==> src/rtl/rmii_adapter_pkg.sv <==
package rmii_adapter_pkg;
  localparam int DIBIT_W  = 2;
  localparam int NIBBLE_W = 2 * DIBIT_W;

  typedef logic [DIBIT_W-1:0]  dibit_t;
  typedef logic [NIBBLE_W-1:0] nibble_t;

  // Pick the lower (first sent) or upper (second sent) dibit of a nibble.
  function automatic dibit_t nib_slice(nibble_t n, logic upper);
    return upper ? n[NIBBLE_W-1:DIBIT_W] : n[DIBIT_W-1:0];
  endfunction

  // Rebuild a nibble: the first dibit received lands in the low bits.
  function automatic nibble_t nib_join(dibit_t first, dibit_t second);
    return {second, first};
  endfunction
endpackage

==> src/rtl/rmii_tx_serializer.sv <==
module rmii_tx_serializer
  import rmii_adapter_pkg::*;
(
  input  logic    clk,
  input  logic    rst,
  input  nibble_t nib,
  input  logic    nib_en,
  output dibit_t  txd,
  output logic    tx_en,
  output logic    phase_hi,
  output logic    nib_take
);
  nibble_t hold;
  logic    ph;

  // A new nibble is only taken between nibbles.
  assign nib_take = !ph && nib_en;
  assign phase_hi = ph;

  always_ff @(posedge clk) begin
    if (rst) begin
      ph    <= 1'b0;
      hold  <= '0;
      txd   <= '0;
      tx_en <= 1'b0;
    end else if (nib_take) begin
      hold  <= nib;
      txd   <= nib_slice(nib, 1'b0);
      tx_en <= 1'b1;
      ph    <= 1'b1;
    end else if (ph) begin
      txd   <= nib_slice(hold, 1'b1);
      tx_en <= 1'b1;
      ph    <= 1'b0;
    end else begin
      txd   <= '0;
      tx_en <= 1'b0;
    end
  end
endmodule

==> src/rtl/rmii_rx_assembler.sv <==
module rmii_rx_assembler
  import rmii_adapter_pkg::*;
#(
  parameter dibit_t START_DIBIT = 2'b01
) (
  input  logic    clk,
  input  logic    rst,
  input  logic    dv_mode,
  input  dibit_t  rxd,
  input  logic    ctrl,
  output nibble_t nib,
  output logic    nib_vld,
  output logic    carrier,
  output logic    active,
  output logic    frame_start,
  output logic    frame_end
);
  logic   act;
  logic   ph;
  logic   lo_ctrl;
  dibit_t lo;

  logic start_ok;
  logic dv_stop;
  logic crs_stop;

  assign start_ok    = dv_mode ? ctrl : (ctrl && (rxd == START_DIBIT));
  assign frame_start = !act && start_ok;
  // Data-valid mode: any low cycle ends the frame, dropping a half nibble.
  assign dv_stop     = act && dv_mode && !ctrl;
  // Combined mode: a nibble low on both dibits closes the frame.
  assign crs_stop    = act && !dv_mode && ph && !lo_ctrl && !ctrl;
  assign frame_end   = dv_stop || crs_stop;
  assign active      = act;

  always_ff @(posedge clk) begin
    if (rst) begin
      act     <= 1'b0;
      ph      <= 1'b0;
      lo      <= '0;
      lo_ctrl <= 1'b0;
      carrier <= 1'b0;
      nib     <= '0;
      nib_vld <= 1'b0;
    end else begin
      nib_vld <= 1'b0;
      if (frame_start) begin
        act     <= 1'b1;
        ph      <= 1'b1;
        lo      <= rxd;
        lo_ctrl <= ctrl;
        carrier <= 1'b1;
      end else if (frame_end) begin
        act     <= 1'b0;
        ph      <= 1'b0;
        carrier <= 1'b0;
      end else if (act) begin
        if (!dv_mode && !ctrl) carrier <= 1'b0;
        if (!ph) begin
          lo      <= rxd;
          lo_ctrl <= ctrl;
          ph      <= 1'b1;
        end else begin
          nib     <= nib_join(lo, rxd);
          nib_vld <= 1'b1;
          ph      <= 1'b0;
        end
      end
    end
  end
endmodule

==> src/rtl/rmii_adapter.sv <==
module rmii_adapter
  import rmii_adapter_pkg::*;
#(
  parameter logic [DIBIT_W-1:0] RX_START_DIBIT = 2'b01
) (
  input  logic                clk,
  input  logic                rst,
  input  logic                cfg_rx_dv_mode,
  input  logic [NIBBLE_W-1:0] mac_txd,
  input  logic                mac_tx_en,
  output logic [DIBIT_W-1:0]  rmii_txd,
  output logic                rmii_tx_en,
  input  logic [DIBIT_W-1:0]  rmii_rxd,
  input  logic                rmii_crs_dv,
  output logic [NIBBLE_W-1:0] mac_rxd,
  output logic                mac_rx_dv,
  output logic                mac_crs
);
  // Internal events, named for the bound checker.
  logic tx_phase;
  logic tx_take;
  logic rx_active;
  logic rx_frame_start;
  logic rx_frame_end;

  rmii_tx_serializer u_tx (
    .clk      (clk),
    .rst      (rst),
    .nib      (mac_txd),
    .nib_en   (mac_tx_en),
    .txd      (rmii_txd),
    .tx_en    (rmii_tx_en),
    .phase_hi (tx_phase),
    .nib_take (tx_take)
  );

  rmii_rx_assembler #(.START_DIBIT(RX_START_DIBIT)) u_rx (
    .clk         (clk),
    .rst         (rst),
    .dv_mode     (cfg_rx_dv_mode),
    .rxd         (rmii_rxd),
    .ctrl        (rmii_crs_dv),
    .nib         (mac_rxd),
    .nib_vld     (mac_rx_dv),
    .carrier     (mac_crs),
    .active      (rx_active),
    .frame_start (rx_frame_start),
    .frame_end   (rx_frame_end)
  );
endmodule

==> config.mk <==
export PLATFORM = sky130hd
export DESIGN_NAME = rmii_adapter
export DESIGN_NICKNAME = d
export VERILOG_FILES = /design/src/rtl/rmii_adapter_pkg.sv /design/src/rtl/rmii_tx_serializer.sv /design/src/rtl/rmii_rx_assembler.sv /design/src/rtl/rmii_adapter.sv
export SDC_FILE = /design/constraint.sdc
export NUM_CORES = 1
export LEC_CHECK = 0
export BUFFER_PORTS_ARGS = -buffer_cell sky130_fd_sc_hd__buf_2
export CAP_MARGIN = 5
export CORE_UTILIZATION = 35
export DETAILED_ROUTE_END_ITERATION = 6
export GPL_TIMING_DRIVEN = 0
export SLEW_MARGIN = 20
export SYNTH_ARGS = -nofsm -noshare
export SYNTH_HDL_FRONTEND = slang
export SYNTH_SLANG_ARGS = --single-unit
==> constraint.sdc <==
create_clock -name clk -period 1.2 [get_ports clk]
set_input_delay 0.06 -clock clk [delete_from_list [all_inputs] [get_ports clk]]
set_output_delay 0.06 -clock clk [all_outputs]
set_load 0.005 [all_outputs]
==> metrics.txt, run 1 <==
share of post-route cells with drive strength above 1 0.352; post-synthesis sequential area ratio 0.517; Finished Cell Area roughly 850 um2; Slew headroom 0.736; cell leakage power 0.411 nW; Clk Tree Root Cell clkbuf_4; Area Growth Syn to Fin 29.8%; Avg Cell Area, Syn 9.97 um2; Hold WC Path Type input port to flip-flop; Fin Setup TNS 0 ns; Placed Area roughly 780 um2; Post-DRT Antenna Nets 0; gr usage total 0.121; initial antenna violation count 0; unrepaired setup endpoints after global routing true; Final Cycle Share 0.937; Max VDD drop around 0.67 mV; chip width 45.4 um; crit path max fanout 8; fmax roughly 890 MHz; Least-Margin Pin Slew about 0.40 ns; #FFs+latches synth 17; Cells after Synth 66; largest area contributor in the netlist dfxtp_1; most common cell after layout, fill and taps aside buf_2; drt total wl ~1100 um; Inserted Diodes 0; largest net degree at the start of global routing 11; Hold Violations, Final 0; drt pass-1 iters 4; Setup crit end kind flip-flop; Multi-input gate area between 300 and 400 um2; clock skew 0.00328 ns; DRC viols 0; die footprint between 2000 and 2500 um2; Ports 20; core area around 1700 um2; Synth Cell Area about 660 um2; Worst-path clk slew ~0.090 ns; Worst setup SP type flip-flop; Via density 4.45; DR vias 516; DRT iter0 DRCs 4; synthesis warning total 0; crit path time final 1.12 ns; CTS Sinks 17; first-pass GRT wire length 1750 um; clk buf depth 2; RD Place Congestion about 0.76; CTS H-Tree Depth 1; CTS buffer count 3; commonest non-fill, non-tap cells in the layout buf_2 (18), dfxtp_1 (15), nor2_1 (14); max-cap viol count 0; gr ovfl total 0; # fillers approximately 180; vias in the first global route between 400 and 500; TritonCTS clock tree yes; post-synth top area share 0.517; Worst Path Required 1.37 ns; # nets final roughly 100; Post-DP HPWL 839 um; Reg area roughly 350 um2; Placement Rows 15; Die Y 45.4 um; Initial Util 0.377; syn nets 77; worst skew pair latency approximately 0.28 ns; Synth cell types 17; Synth area leaders dfxtp_1 (52%), mux2i_1 (15%), nor2_1 (8.0%); Setup CP Type flip-flop to flip-flop; WL/cell about 10 um; final-report max-slew violation count 0; Port Buf Inserts 18; status complete, no violations; Setup Viol. Count Final 0; PD cells 1230 nW/um2; arrival time at the worst endpoint ~1.3 ns
-- kinds of logic (layout without fill, tap and decap cells) --
group / count (synthesis) / after routing / share of synthesized area
multiplexers: 11 / 11 / 0.169
AND/OR/NAND/NOR: 19 / 19 / 0.137
buffers and inverters: 8 / 33 / 0.0475
AO/OA/AOI/OAI: 11 / 11 / 0.129
flip-flops: 17 / 17 / 0.517
-- critical path: stages, from the launching register on --
cell and delay, ns:
dfxtp_4 0.39, mux2i_1 0.08, a22oi_2 0.26, mux2i_1 0.23, nor2_1 0.05
-- cells in the mapped netlist --
| master | n |
|---|---|
| o211ai_2 | 1 |
| o21ai_0 | 2 |
| mux2_2 | 1 |
| dfxtp_1 | 17 |
| a22oi_1 | 2 |
| nand3b_1 | 1 |
| inv_1 | 5 |
| nor2b_1 | 3 |
| or3_4 | 1 |
| clkbuf_2 | 1 |
| clkbuf_1 | 1 |
| a21oi_1 | 4 |
| a22oi_2 | 1 |
| a221oi_2 | 1 |
| buf_1 | 1 |
| mux2i_1 | 10 |
| nor2_1 | 14 |
-- flip-flops by register name (all words and copies together) (netlist names) --
register	count
u_tx.hold	2
u_rx.ph	1
u_rx.lo	2
u_rx.nib	4
u_tx.txd	2
u_tx.phase_hi	1
u_rx.active	1
u_rx.carrier	1
u_rx.lo_ctrl	1
u_rx.nib_vld	1
u_tx.tx_en	1
-- final timing paths --
path,slack [ns],start,endpoint,cells past startpoint
setup / recovery,0.08,u_rx.active$_SDFFE_PP0P_,u_rx.lo[0]$_SDFFE_PP0P_,4
setup reg to reg,0.08,u_rx.active$_SDFFE_PP0P_,u_rx.lo[0]$_SDFFE_PP0P_,4
hold / removal,0.005,mac_tx_en,u_tx.tx_en$_SDFF_PP0_,3
hold reg to reg,0.47,u_rx.carrier$_SDFFE_PP0P_,u_rx.carrier$_SDFFE_PP0P_,2
-- power by group --
group          internal (mW)  switching (mW)  total (mW)
combinational         0.0779          0.0664       0.144
sequential             0.595          0.0225       0.617
clock                  0.129           0.164       0.293
-- layout make-up --
type / instances / share of cell area
buffer: 2 / 0.00878
sequential: 17 / 0.404
inverter: 5 / 0.0220
multi-input combinational: 41 / 0.354
clock buffer: 4 / 0.0307
timing repair buffer: 22 / 0.143
tap: 25 / 0.0366
-- per-stage QoR --
| stage | setup slack, ns | hold slack (ns) | total power, mW | utilization | instances |
|---|---|---|---|---|---|
| after floorplan | 0.0482 | 0.181 | 0.711 | - | 66 |
| after detailed placement | -0.0652 | 0.302 | 0.758 | 0.447 | 109 |
| final | 0.0755 | 0.00475 | 1.05 | 0.490 | 116 |
| after global routing | -0.0185 | 0.0261 | 1.10 | 0.490 | 116 |
| after global placement | -0.0339 | 0.291 | 0.755 | 0.447 | 109 |
| after CTS | 0.00169 | 0.00212 | 1.06 | 0.472 | 114 |
-- metal layers --
layer	vias to the layer above	wire length, um	part of all wire	track usage
met5	-	0	0	0
met4	0	12	0.011	0.0909
met3	2	39	0.035	0.0240
met2	9	548	0.49	0.188
met1	234	526	0.47	0.146
li1	271	-	-	-
-- what timing repair did --
item / CTS / global route
endpoints found under the setup margin: 3 / 7
hold buffers: 1 / 0
buffers inserted: 0 / 3
cloned: 0 / 0
gates resized for setup: 2 / 6
hold endpoints to repair: 1 / 0
pin swaps: 1 / 4
Power figures use the tool's default switching activity.
==> run 2, diff against run 1 <==
--- a/config.mk
+++ b/config.mk
@@ -7,9 +7,12 @@
 export LEC_CHECK = 0
 export BUFFER_PORTS_ARGS = -buffer_cell sky130_fd_sc_hd__buf_2
 export CAP_MARGIN = 5
-export CORE_UTILIZATION = 35
+export CELL_PAD_IN_SITES_DETAIL_PLACEMENT = 1
+export CELL_PAD_IN_SITES_GLOBAL_PLACEMENT = 1
+export CORE_UTILIZATION = 32
 export DETAILED_ROUTE_END_ITERATION = 6
 export GPL_TIMING_DRIVEN = 0
+export PLACE_DENSITY_LB_ADDON = 0.1
 export SLEW_MARGIN = 20
 export SYNTH_ARGS = -nofsm -noshare
 export SYNTH_HDL_FRONTEND = slang
==> run 2 against run 1 <==
Net effect:
- register-to-register slack worse by 0.02 ns
- cell count unchanged
- maximum frequency is 2.1% lower
- critical path depth did not move
- die area grew 8.9%
- combinational power down 6%
- sequential cell count is the same
- largest cell class unchanged
==> metrics.txt, run 2 (same netlist as run 1, synthesis figures left out) <==
chip width 47.4 um (was 45.4 um); final-report max-slew violation count 0 (unchanged); worst skew pair latency 0.29 ns (was 0.28 ns); Seq pwr share 0.587 (was 0.585); unrepaired setup endpoints after global routing true (unchanged); status complete, no violations (unchanged); internal power 0.789 mW (was 0.802 mW); gr usage total 0.124 (was 0.121); CTS buffer count 3 (unchanged); Sw Share 0.252 (was 0.240); Placement Rows 16 (was 15); Die Y 47.4 um (was 45.4 um); Hold WC Path Type input port to flip-flop (unchanged); Initial Util 0.339 (was 0.377); Setup Viol. Count Final 0 (unchanged); fin worst setup slack 0.0517 ns (was 0.0755 ns); initial antenna violation count 0 (unchanged); Finished Cell Area 842 um2 (was 855 um2); cell leakage power 0.407 nW (was 0.411 nW); Ports 20 (unchanged); TritonCTS clock tree yes (unchanged); Hold Violations, Final 0 (unchanged); # fillers 240 (was 178); WL/cell 10.2 um (was 9.72 um); Slew headroom 0.705 (was 0.736); Inserted Diodes 0 (unchanged); Biggest register u_rx.nib (unchanged); final core occ 0.434 (was 0.490); hold buffers post-CTS 0 (was 1); Via density 4.49 (was 4.45); drt pass-1 iters 4 (unchanged); DR vias 521 (was 516); max-cap viol count 0 (unchanged); switching pwr 0.265 mW (was 0.253 mW); core area 1940 um2 (was 1750 um2); PD cells 1250 nW/um2 (was 1230 nW/um2); Post-DRT Antenna Nets 0 (unchanged); Setup CP Type flip-flop to flip-flop (unchanged); crit path time final 1.15 ns (was 1.12 ns); Logic pwr share 0.129 (was 0.137); Worst Path Required 1.38 ns (was 1.37 ns); CTS H-Tree Depth 1 (unchanged); Max VDD drop 0.766 mV (was 0.674 mV); Clk Tree Root Cell clkbuf_4 (unchanged); clock skew 0.00602 ns (was 0.00328 ns); arrival time at the worst endpoint 1.32 ns (was 1.29 ns); Final Cycle Share 0.957 (was 0.937); drt total wl 1180 um (was 1130 um); pre-CTS setup slack -0.0689 ns (was -0.0652 ns); RD Place Congestion 0.715 (was 0.761); commonest non-fill, non-tap cells in the layout buf_2 (18), dfxtp_1 (16), nor2_1 (14) (was buf_2 (18), dfxtp_1 (15), nor2_1 (14)); max reg flops 4 (unchanged); Crit. Startpoint u_rx.active$_SDFFE_PP0P_ (unchanged); # nets final 101 (was 103); Least-Margin Pin Slew 0.443 ns (was 0.396 ns); Placed Area 782 um2 (was 779 um2); Worst R2R Start u_rx.active$_SDFFE_PP0P_ (unchanged); Post-DP HPWL 903 um (was 839 um); die footprint 2240 um2 (was 2060 um2); first-pass GRT wire length 1910 um (was 1750 um); DRT iter0 DRCs 10 (was 4); fmax 871 MHz (was 889 MHz); Worst setup SP type flip-flop (unchanged); Worst Hold Margin 0.00292 ns (was 0.00475 ns); vias in the first global route 449 (was 436); Worst Reg2Reg Path Length in Cells 4 (unchanged); Area Growth Syn to Fin 27.9% (was 29.8%); crit path max fanout 8 (unchanged); Worst-path clk slew 0.10 ns (was 0.09 ns); R2R Setup Slk 0.05 ns (was 0.08 ns); share of post-route cells with drive strength above 1 0.360 (was 0.352); clk buf depth 2 (unchanged); DRC viols 0 (unchanged); most common cell after layout, fill and taps aside buf_2 (unchanged); Port Buf Inserts 18 (unchanged); CTS Sinks 17 (unchanged); gr ovfl total 0 (unchanged); Setup crit end kind flip-flop (unchanged); largest net degree at the start of global routing 11 (unchanged); FF-to-FF End u_rx.lo[0]$_SDFFE_PP0P_ (unchanged); worst setup path end u_rx.lo[0]$_SDFFE_PP0P_ (unchanged); clock power share 0.284 (was 0.278)
==> run 2: worst min-delay path by stage <==
stage / start / slack [ns] / endpoint / cells after the start
finish: mac_tx_en / 0.003 / u_tx.tx_en$_SDFF_PP0_ / 3
global route: mac_tx_en / 0.02 / u_tx.tx_en$_SDFF_PP0_ / 3
detailed placement: mac_tx_en / 0.30 / u_tx.tx_en$_SDFF_PP0_ / 3
floorplan: mac_tx_en / 0.18 / u_tx.tx_en$_SDFF_PP0_ / 2
global placement: mac_tx_en / 0.29 / u_tx.tx_en$_SDFF_PP0_ / 3
CTS: mac_txd[0] / 0.0007 / u_tx.txd[0]$_SDFF_PP0_ / 3
==> run 2: layer usage <==
layer	share of wire	wire, um	vias to the layer above	track usage
met5	0	0	-	0
met4	0.024	28	0	0.0686
met3	0.032	38	4	0.0231
met2	0.40	473	9	0.178
met1	0.54	641	241	0.174
li1	-	-	267	-
==> run 2: final cells by class <==
| type | count | area [um2] | area share |
|---|---|---|---|
| repair buffers | 20 | 109 | 0.129 |
| clock buffers | 3 | 22.5 | 0.0267 |
| multi-input cells | 41 | 302 | 0.358 |
| clock inverters | 1 | 5.00 | 0.00594 |
| plain buffers | 2 | 7.51 | 0.00892 |
| flip-flops and latches | 17 | 344 | 0.409 |
| inverters | 5 | 18.8 | 0.0223 |
| well taps | 27 | 33.8 | 0.0401 |
==> run 2: per-stage QoR <==
stage | setup TNS (ns) | instances | total power, mW
2_1_floorplan | 0 | 66 | 0.711
3_3_place_gp | -0.164 | 111 | 0.758
3_5_place_dp | -0.198 | 111 | 0.761
4_1_cts | 0 | 117 | 1.06
5_1_grt | -0.0905 | 116 | 1.10
6_report | 0 | 116 | 1.05
==> run 2: power groups by stage <==
stage | clock, mW | combinational [mW] | sequential (mW)
4_1_cts | 0.310 | 0.142 | 0.612
6_report | 0.300 | 0.136 | 0.619
5_1_grt | 0.328 | 0.154 | 0.623
3_5_place_dp | 0 | 0.135 | 0.625
3_3_place_gp | 0 | 0.133 | 0.625
2_1_floorplan | 0 | 0.0881 | 0.623
==> run 2: worst max-delay path: stages (launching register included) <==
cell     delay, ns
dfxtp_4       0.42
mux2i_4       0.08
a22oi_2       0.27
mux2i_1       0.23
nor2_1        0.05
==> run 2: timing repair <==
item | CTS | global route
buffers inserted | 2 | 0
endpoints found under the setup margin | 7 | 8
pin swaps | 2 | 2
resized for setup | 2 | 6
endpoints found under the hold margin | 0 | 0
